--- src/rtl/bus_arb_pkg.sv ---
// Package: shared definitions for the locked shared-bus arbiter.
// Holds the access-kind encoding that requesters drive on req_type_i.
package bus_arb_pkg;

    localparam int KIND_W = 3;

    // Access kinds; codes 6 and 7 are unused and map to the longest hold.
    typedef enum logic [KIND_W-1:0] {
        KIND_ST_HIT    = 3'd0,
        KIND_LD_HIT    = 3'd1,
        KIND_LD_CLEAN  = 3'd2,
        KIND_ST_CLEAN  = 3'd3,
        KIND_LD_DIRTY  = 3'd4,
        KIND_ST_DIRTY  = 3'd5,
        KIND_RSVD6     = 3'd6,
        KIND_RSVD7     = 3'd7
    } bus_kind_e;

endpackage

--- src/rtl/bus_lat_map.sv ---
// Module: bus_lat_map
// Maps an access kind to the number of cycles the bus stays locked.
// Assumes all latencies are at least 1 and fit in HOLD_W bits.
module bus_lat_map
    import bus_arb_pkg::*;
#(
    parameter int LAT_HIT_ST = 1,
    parameter int LAT_HIT_LD = 8,
    parameter int LAT_CLEAN  = 28,
    parameter int LAT_DIRTY  = 31,
    parameter int HOLD_W     = 5
) (
    input  logic [KIND_W-1:0] kind_i,
    output logic [HOLD_W-1:0] cycles_o
);

    // Purpose: pure lookup of hold length; unused codes take the worst case.
    always_comb begin
        case (bus_kind_e'(kind_i))
            KIND_ST_HIT:                  cycles_o = HOLD_W'(LAT_HIT_ST);
            KIND_LD_HIT:                  cycles_o = HOLD_W'(LAT_HIT_LD);
            KIND_LD_CLEAN, KIND_ST_CLEAN: cycles_o = HOLD_W'(LAT_CLEAN);
            default:                      cycles_o = HOLD_W'(LAT_DIRTY);
        endcase
    end

endmodule

--- src/rtl/bus_rr_pick.sv ---
// Module: bus_rr_pick
// Combinational round-robin selector: finds the first set request at or
// after the pointer, wrapping at NUM_REQ. Assumes ptr_i < NUM_REQ.
module bus_rr_pick #(
    parameter int NUM_REQ = 4,
    parameter int PTR_W   = 2
) (
    input  logic [NUM_REQ-1:0] req_i,
    input  logic [PTR_W-1:0]   ptr_i,
    output logic               found_o,
    output logic [PTR_W-1:0]   idx_o,
    output logic [NUM_REQ-1:0] onehot_o
);

    // Purpose: scan requests from the pointer upward and take the first hit.
    always_comb begin
        found_o  = 1'b0;
        idx_o    = '0;
        onehot_o = '0;
        for (int k = 0; k < NUM_REQ; k++) begin
            int j;
            j = int'(ptr_i) + k;
            if (j >= NUM_REQ) j = j - NUM_REQ;
            if (!found_o && req_i[j]) begin
                found_o     = 1'b1;
                idx_o       = PTR_W'(j);
                onehot_o[j] = 1'b1;
            end
        end
    end

endmodule

--- src/rtl/bus_hold_timer.sv ---
// Module: bus_hold_timer
// Down-counter that tracks the cycles left in the current bus hold.
// Loaded with (hold length - 1) at the grant edge; last_o flags zero.
module bus_hold_timer #(
    parameter int HOLD_W = 5
) (
    input  logic              clk,
    input  logic              rst_n,
    input  logic              load_i,
    input  logic [HOLD_W-1:0] len_i,
    output logic              last_o
);

    logic [HOLD_W-1:0] left_q;

    // Purpose: load on a new grant, otherwise count down to zero.
    always_ff @(posedge clk) begin
        if (!rst_n) begin
            left_q <= '0;
        end else if (load_i) begin
            left_q <= len_i - HOLD_W'(1);
        end else if (left_q != '0) begin
            left_q <= left_q - HOLD_W'(1);
        end
    end

    assign last_o = (left_q == '0);

endmodule

--- src/rtl/bus_wait_ctr.sv ---
// Module: bus_wait_ctr
// Per-core contention counter: advances while the core waits for the bus.
// Wraps at 2**CNT_W; cleared only by reset.
module bus_wait_ctr #(
    parameter int CNT_W = 32
) (
    input  logic             clk,
    input  logic             rst_n,
    input  logic             waiting_i,
    output logic [CNT_W-1:0] count_o
);

    // Purpose: add one for every cycle spent waiting.
    always_ff @(posedge clk) begin
        if (!rst_n) begin
            count_o <= '0;
        end else if (waiting_i) begin
            count_o <= count_o + CNT_W'(1);
        end
    end

endmodule

--- src/rtl/shared_bus_arb.sv ---
// Module: shared_bus_arb
// Round-robin arbiter for a non-split shared bus. The winner keeps the bus
// for a kind-dependent number of cycles; the next grant may follow at once.
// Assumes each requester holds req and kind stable until granted.
module shared_bus_arb
    import bus_arb_pkg::*;
#(
    parameter int NUM_REQ    = 4,
    parameter int CNT_W      = 32,
    parameter int LAT_HIT_ST = 1,
    parameter int LAT_HIT_LD = 8,
    parameter int LAT_CLEAN  = 28,
    parameter int LAT_DIRTY  = 31
) (
    input  logic                       clk,
    input  logic                       rst_n,
    input  logic [NUM_REQ-1:0]         req_i,
    input  logic [NUM_REQ*KIND_W-1:0]  req_type_i,
    output logic [NUM_REQ-1:0]         grant_o,
    output logic                       busy_o,
    output logic [NUM_REQ*CNT_W-1:0]   wait_cnt_o
);

    localparam int PTR_W   = (NUM_REQ > 1) ? $clog2(NUM_REQ) : 1;
    localparam int MAX_LAT = (LAT_DIRTY > LAT_CLEAN) ? LAT_DIRTY : LAT_CLEAN;
    localparam int HOLD_W  = $clog2(MAX_LAT + 1);

    logic [PTR_W-1:0]   ptr_q;
    logic [NUM_REQ-1:0] grant_q;
    logic               win_found;
    logic [PTR_W-1:0]   win_idx;
    logic [NUM_REQ-1:0] win_onehot;
    logic [KIND_W-1:0]  win_kind;
    logic [HOLD_W-1:0]  win_len;
    logic               hold_last;
    logic               may_issue;
    logic               issue;

    bus_rr_pick #(
        .NUM_REQ (NUM_REQ),
        .PTR_W   (PTR_W)
    ) pick_i (
        .req_i    (req_i),
        .ptr_i    (ptr_q),
        .found_o  (win_found),
        .idx_o    (win_idx),
        .onehot_o (win_onehot)
    );

    // Purpose: select the access kind of the current candidate.
    always_comb begin
        win_kind = req_type_i[win_idx*KIND_W +: KIND_W];
    end

    bus_lat_map #(
        .LAT_HIT_ST (LAT_HIT_ST),
        .LAT_HIT_LD (LAT_HIT_LD),
        .LAT_CLEAN  (LAT_CLEAN),
        .LAT_DIRTY  (LAT_DIRTY),
        .HOLD_W     (HOLD_W)
    ) lat_i (
        .kind_i   (win_kind),
        .cycles_o (win_len)
    );

    // Arbitration opens when idle or in the final cycle of a hold.
    assign may_issue = !busy_o || hold_last;
    assign issue     = may_issue && win_found;

    bus_hold_timer #(
        .HOLD_W (HOLD_W)
    ) timer_i (
        .clk    (clk),
        .rst_n  (rst_n),
        .load_i (issue),
        .len_i  (win_len),
        .last_o (hold_last)
    );

    // Purpose: register the grant and advance the pointer past each winner.
    always_ff @(posedge clk) begin
        if (!rst_n) begin
            grant_q <= '0;
            ptr_q   <= '0;
        end else if (may_issue) begin
            grant_q <= win_found ? win_onehot : '0;
            if (win_found) begin
                ptr_q <= (win_idx == PTR_W'(NUM_REQ - 1)) ? '0 : win_idx + PTR_W'(1);
            end
        end
    end

    assign grant_o = grant_q;
    assign busy_o  = |grant_q;

    generate
        for (genvar g = 0; g < NUM_REQ; g++) begin : g_wait
            bus_wait_ctr #(
                .CNT_W (CNT_W)
            ) ctr_i (
                .clk       (clk),
                .rst_n     (rst_n),
                .waiting_i (req_i[g] && !grant_q[g]),
                .count_o   (wait_cnt_o[g*CNT_W +: CNT_W])
            );
        end
    endgenerate

endmodule

--- config.mk ---
export PLATFORM = sky130hd
export DESIGN_NAME = shared_bus_arb
export DESIGN_NICKNAME = d
export VERILOG_FILES = /design/src/rtl/bus_arb_pkg.sv /design/src/rtl/bus_lat_map.sv /design/src/rtl/bus_rr_pick.sv /design/src/rtl/bus_hold_timer.sv /design/src/rtl/bus_wait_ctr.sv /design/src/rtl/shared_bus_arb.sv
export SDC_FILE = /design/constraint.sdc
export NUM_CORES = 1
export LEC_CHECK = 0
export BUFFER_PORTS_ARGS = -buffer_cell sky130_fd_sc_hd__buf_2
export CAP_MARGIN = 20
export CORE_AREA = 2 2 214 111
export DETAILED_ROUTE_END_ITERATION = 10
export DIE_AREA = 0 0 216 113
export PLACE_DENSITY = 0.55
export SYNTH_ARGS = -nofsm -noshare
export SYNTH_HDL_FRONTEND = slang
export SYNTH_SLANG_ARGS = --single-unit
--- constraint.sdc ---
create_clock -name clk -period 4.2 [get_ports clk]
set_input_delay 0.84 -clock clk [delete_from_list [all_inputs] [get_ports clk]]
set_output_delay 0.84 -clock clk [all_outputs]
set_load 0.05 [all_outputs]
==> impl_metrics.json <==
{
  "gp_congestion": 0.873,
  "die_x_um": 216,
  "synthToLayoutAreaGrowth_pct": 24.5,
  "grt_pass1_vias": 5172,
  "drv_cap": 0,
  "ys_types": 55,
  "antenna_found_initial": 0,
  "grt_usage_pct": 14.9,
  "h-tree-depth": 4,
  "worstSkewPairLatency_ns": 0.42,
  "crit_type": "register to register",
  "die_h_um": 113,
  "route.detailed.drc": 0,
  "cp_max_fo": 8,
  "synth_area_leader_cell": "dfxtp_1",
  "max_freq_mhz": 260,
  "synthCells": 771,
  "layout.nets": 941,
  "ctsResizeCount": 0,
  "num_rows": 39,
  "ir_worst_vdd_v": 0.000266,
  "rsz0062_at_grt": "false",
  "fin_util_pct": 36.7,
  "worst_slack_ns": 0.360,
  "start_kind": "register",
  "first_pass_iters": 4,
  "cts_max_path_buffers": 2,
  "fin_crit_ns": 3.84,
  "grt_max_degree": 76,
  "vias_per_cell": 4.71,
  "holdBufCountCts": 0,
  "drive_above_1_share_pct": 21.8,
  "cts_setup_buffers": 0,
  "synth_edf_count": 0,
  "setup-violations-final": 0,
  "synthArstFlopShare_pct": 0,
  "skew_ns": 0.00713,
  "synthFlopType": "dfxtp_1",
  "timing.final.crit_share_pct": 91.4,
  "start_util_pct": 29.5,
  "endpoint_kind": "register",
  "cp.required_ns": 4.49,
  "critPathBufInv": 2,
  "ys_ff_latch": 139,
  "grt_overflow": 0,
  "hold_class": "register to register",
  "cts_made_buffers": 17,
  "cpPeakStageDelay_ns": 0.59,
  "ys_top_cells_by_count": "nor2_1, dfxtp_1, xor2_1",
  "wl_um": 17800,
  "ys_warn_count": 0,
  "post_drt_wl_per_cell_um": 14.4,
  "first_iter_violations": 377,
  "ant_nets": 0,
  "via_count": 5801,
  "cellLeakagePower_uw": 0.00345,
  "netlist_top_cells_area": "dfxtp_1, xor2_1, nor2_1",
  "maxSlewViolCount": 0,
  "synth_fp_nets": 798,
  "status": "finished, final reports clean",
  "hpwlAfterDp_um": 12800,
  "worstPathArrival_ns": 4.13,
  "clk_pin_slew_ns": 0.06,
  "tritoncts": "built",
  "port_buffers": 150,
  "worst_pin_slew_ns": 0.621,
  "synth_seq_area_share_pct": 42.0,
  "syn_avg_cell_area_um2": 8.59,
  "root_buffer": "clkbuf_16",
  "dieArea_um2": 24400,
  "path_cells": "inv_1 > ha_1 > mux4_2 > nand2b_4 > a221oi_4 > mux2i_1 > mux2i_2 > o31a_2 > inv_1 > ha_1 > a21boi_0 > a311oi_1 > nor3_1",
  "io_pins": 151,
  "grt_pass1_wl_um": 28500,
  "syn_area_um2": 6620,
  "hold_viol": 0,
  "antennaDiodeCount": 0,
  "cp_slowest_cell": "mux4_2",
  "clock_sinks": 139,
  "synth.most_common_cell": "nor2_1",
  "slew_headroom_pct": 58.5,
  "cp_top_family": "compound AO/OA/AOI/OAI gates",
  "tns_ns": 0,
  "dp_slack_ns": 0.320,
  "p_per_area_nw_per_um2": 524,
  "synth_top_area_share_pct": 42.0,
  "core_area_um2": 22400
}
==> registers in the layout, indices dropped and copies added (netlist names) <==
| register | flops |
|---|---|
| g_wait.ctr_i.count_o | 128 |
| grant_o | 4 |
| timer_i.left_q | 5 |
| ptr_q | 2 |
==> tightest hold or removal path, cell delays in order (launching register included) <==
cell	delay [ns]
dfxtp_1	0.31
o21ai_0	0.07
a21oi_1	0.06
==> placed cells by master, fill, tap and decap left out, types with 3 or more instances in the layout <==
cell       netlist  layout
a21oi_1         23      23
a221o_1          4       4
a22oi_1          8       8
and2_1           8       8
and3_1          19      19
and4_1          12      12
buf_2            5     150
buf_4            0       4
bufinv_16        0       3
clkbuf_16        0      17
clkbuf_8         2       3
clkinv_2         0       4
dfxtp_1        139     139
ha_1             9       9
inv_1           17      17
mux2i_1         16      16
mux4_2           3       3
nand2_1         60      60
nand2b_1         7       7
nand3_1         35      35
nand4_1         26      26
nor2_1         143     143
nor2b_1          3       3
nor3_1           8       8
o211ai_1         8       8
o21ai_0         26      26
o31ai_1          3       3
or2_2            4       4
or3_1           23      23
or4_1            4       4
xnor2_1         36      36
xor2_1          65      65
==> cell families (layout without fill, tap and decap cells) <==
kind of cell / Yosys count / in the layout / synth area share (%)
muxes: 21 / 21 / 3.82
adders and majority gates: 9 / 9 / 1.70
xor gates and xnor gates: 101 / 101 / 13.4
DFF: 139 / 139 / 42.0
AOI/OAI and AO/OA: 88 / 88 / 8.88
buffers and inverters: 49 / 203 / 3.40
and+or+nand+nor: 364 / 364 / 26.8
==> metal layers <==
layer  vias up  share of wire, %  global-route usage (%)
met5         -                 0                       0
met4         0               1.8                    5.98
met3        18               7.9                    5.30
met2       178                38                    19.4
met1      2660                53                    21.9
li1       2945                 -                       -
==> report_power, final <==
part | switching, uW | internal [uW] | leakage, uW | total (uW)
Sequential | 67.8 | 1390 | 0.00112 | 1460
Clock | 564 | 970 | 0.000292 | 1530
Combinational | 825 | 503 | 0.00204 | 1330
Total | 1460 | 2860 | 0.00345 | 4320
==> area by class of cell <==
| class | count | area, um2 |
|---|---|---|
| fillers | 2329 | 14200 |
| multi-input cells | 583 | 3610 |
| flip-flops and latches | 139 | 2780 |
| repair buffers | 155 | 801 |
| clock buffers | 22 | 474 |
| well taps | 307 | 384 |
| clock inverters | 8 | 118 |
| inverters | 18 | 70.1 |
==> per-stage QoR <==
| step | cell area (um2) | hold slack (ns) | instances | total power, uW |
|---|---|---|---|---|
| 4_1_cts | 8240 | 0.494 | 1232 | 4360 |
| 3_5_place_dp | 7650 | 0.485 | 1202 | 2800 |
| 2_1_floorplan | 6620 | 0.559 | 771 | 2530 |
| 3_3_place_gp | 7650 | 0.469 | 1202 | 2800 |
| 5_1_grt | 8240 | 0.526 | 1232 | 4570 |
| 6_report | 8240 | 0.491 | 1232 | 4320 |
==> worst paths after layout <==
kind                                                  from                                       end  slack, ns  cells past startpoint
setup / recovery                     ptr_q[1]$_SDFFE_PN0P_            timer_i.left_q[4]$_SDFFE_PN0P_       0.36                     13
hold / removal    g_wait[3].ctr_i.count_o[31]$_SDFFE_PN0P_  g_wait[3].ctr_i.count_o[31]$_SDFFE_PN0P_       0.49                      2
setup reg to reg                     ptr_q[1]$_SDFFE_PN0P_            timer_i.left_q[4]$_SDFFE_PN0P_       0.36                     13
hold reg to reg   g_wait[3].ctr_i.count_o[31]$_SDFFE_PN0P_  g_wait[3].ctr_i.count_o[31]$_SDFFE_PN0P_       0.49                      2
(Power assumes the default switching activity.)
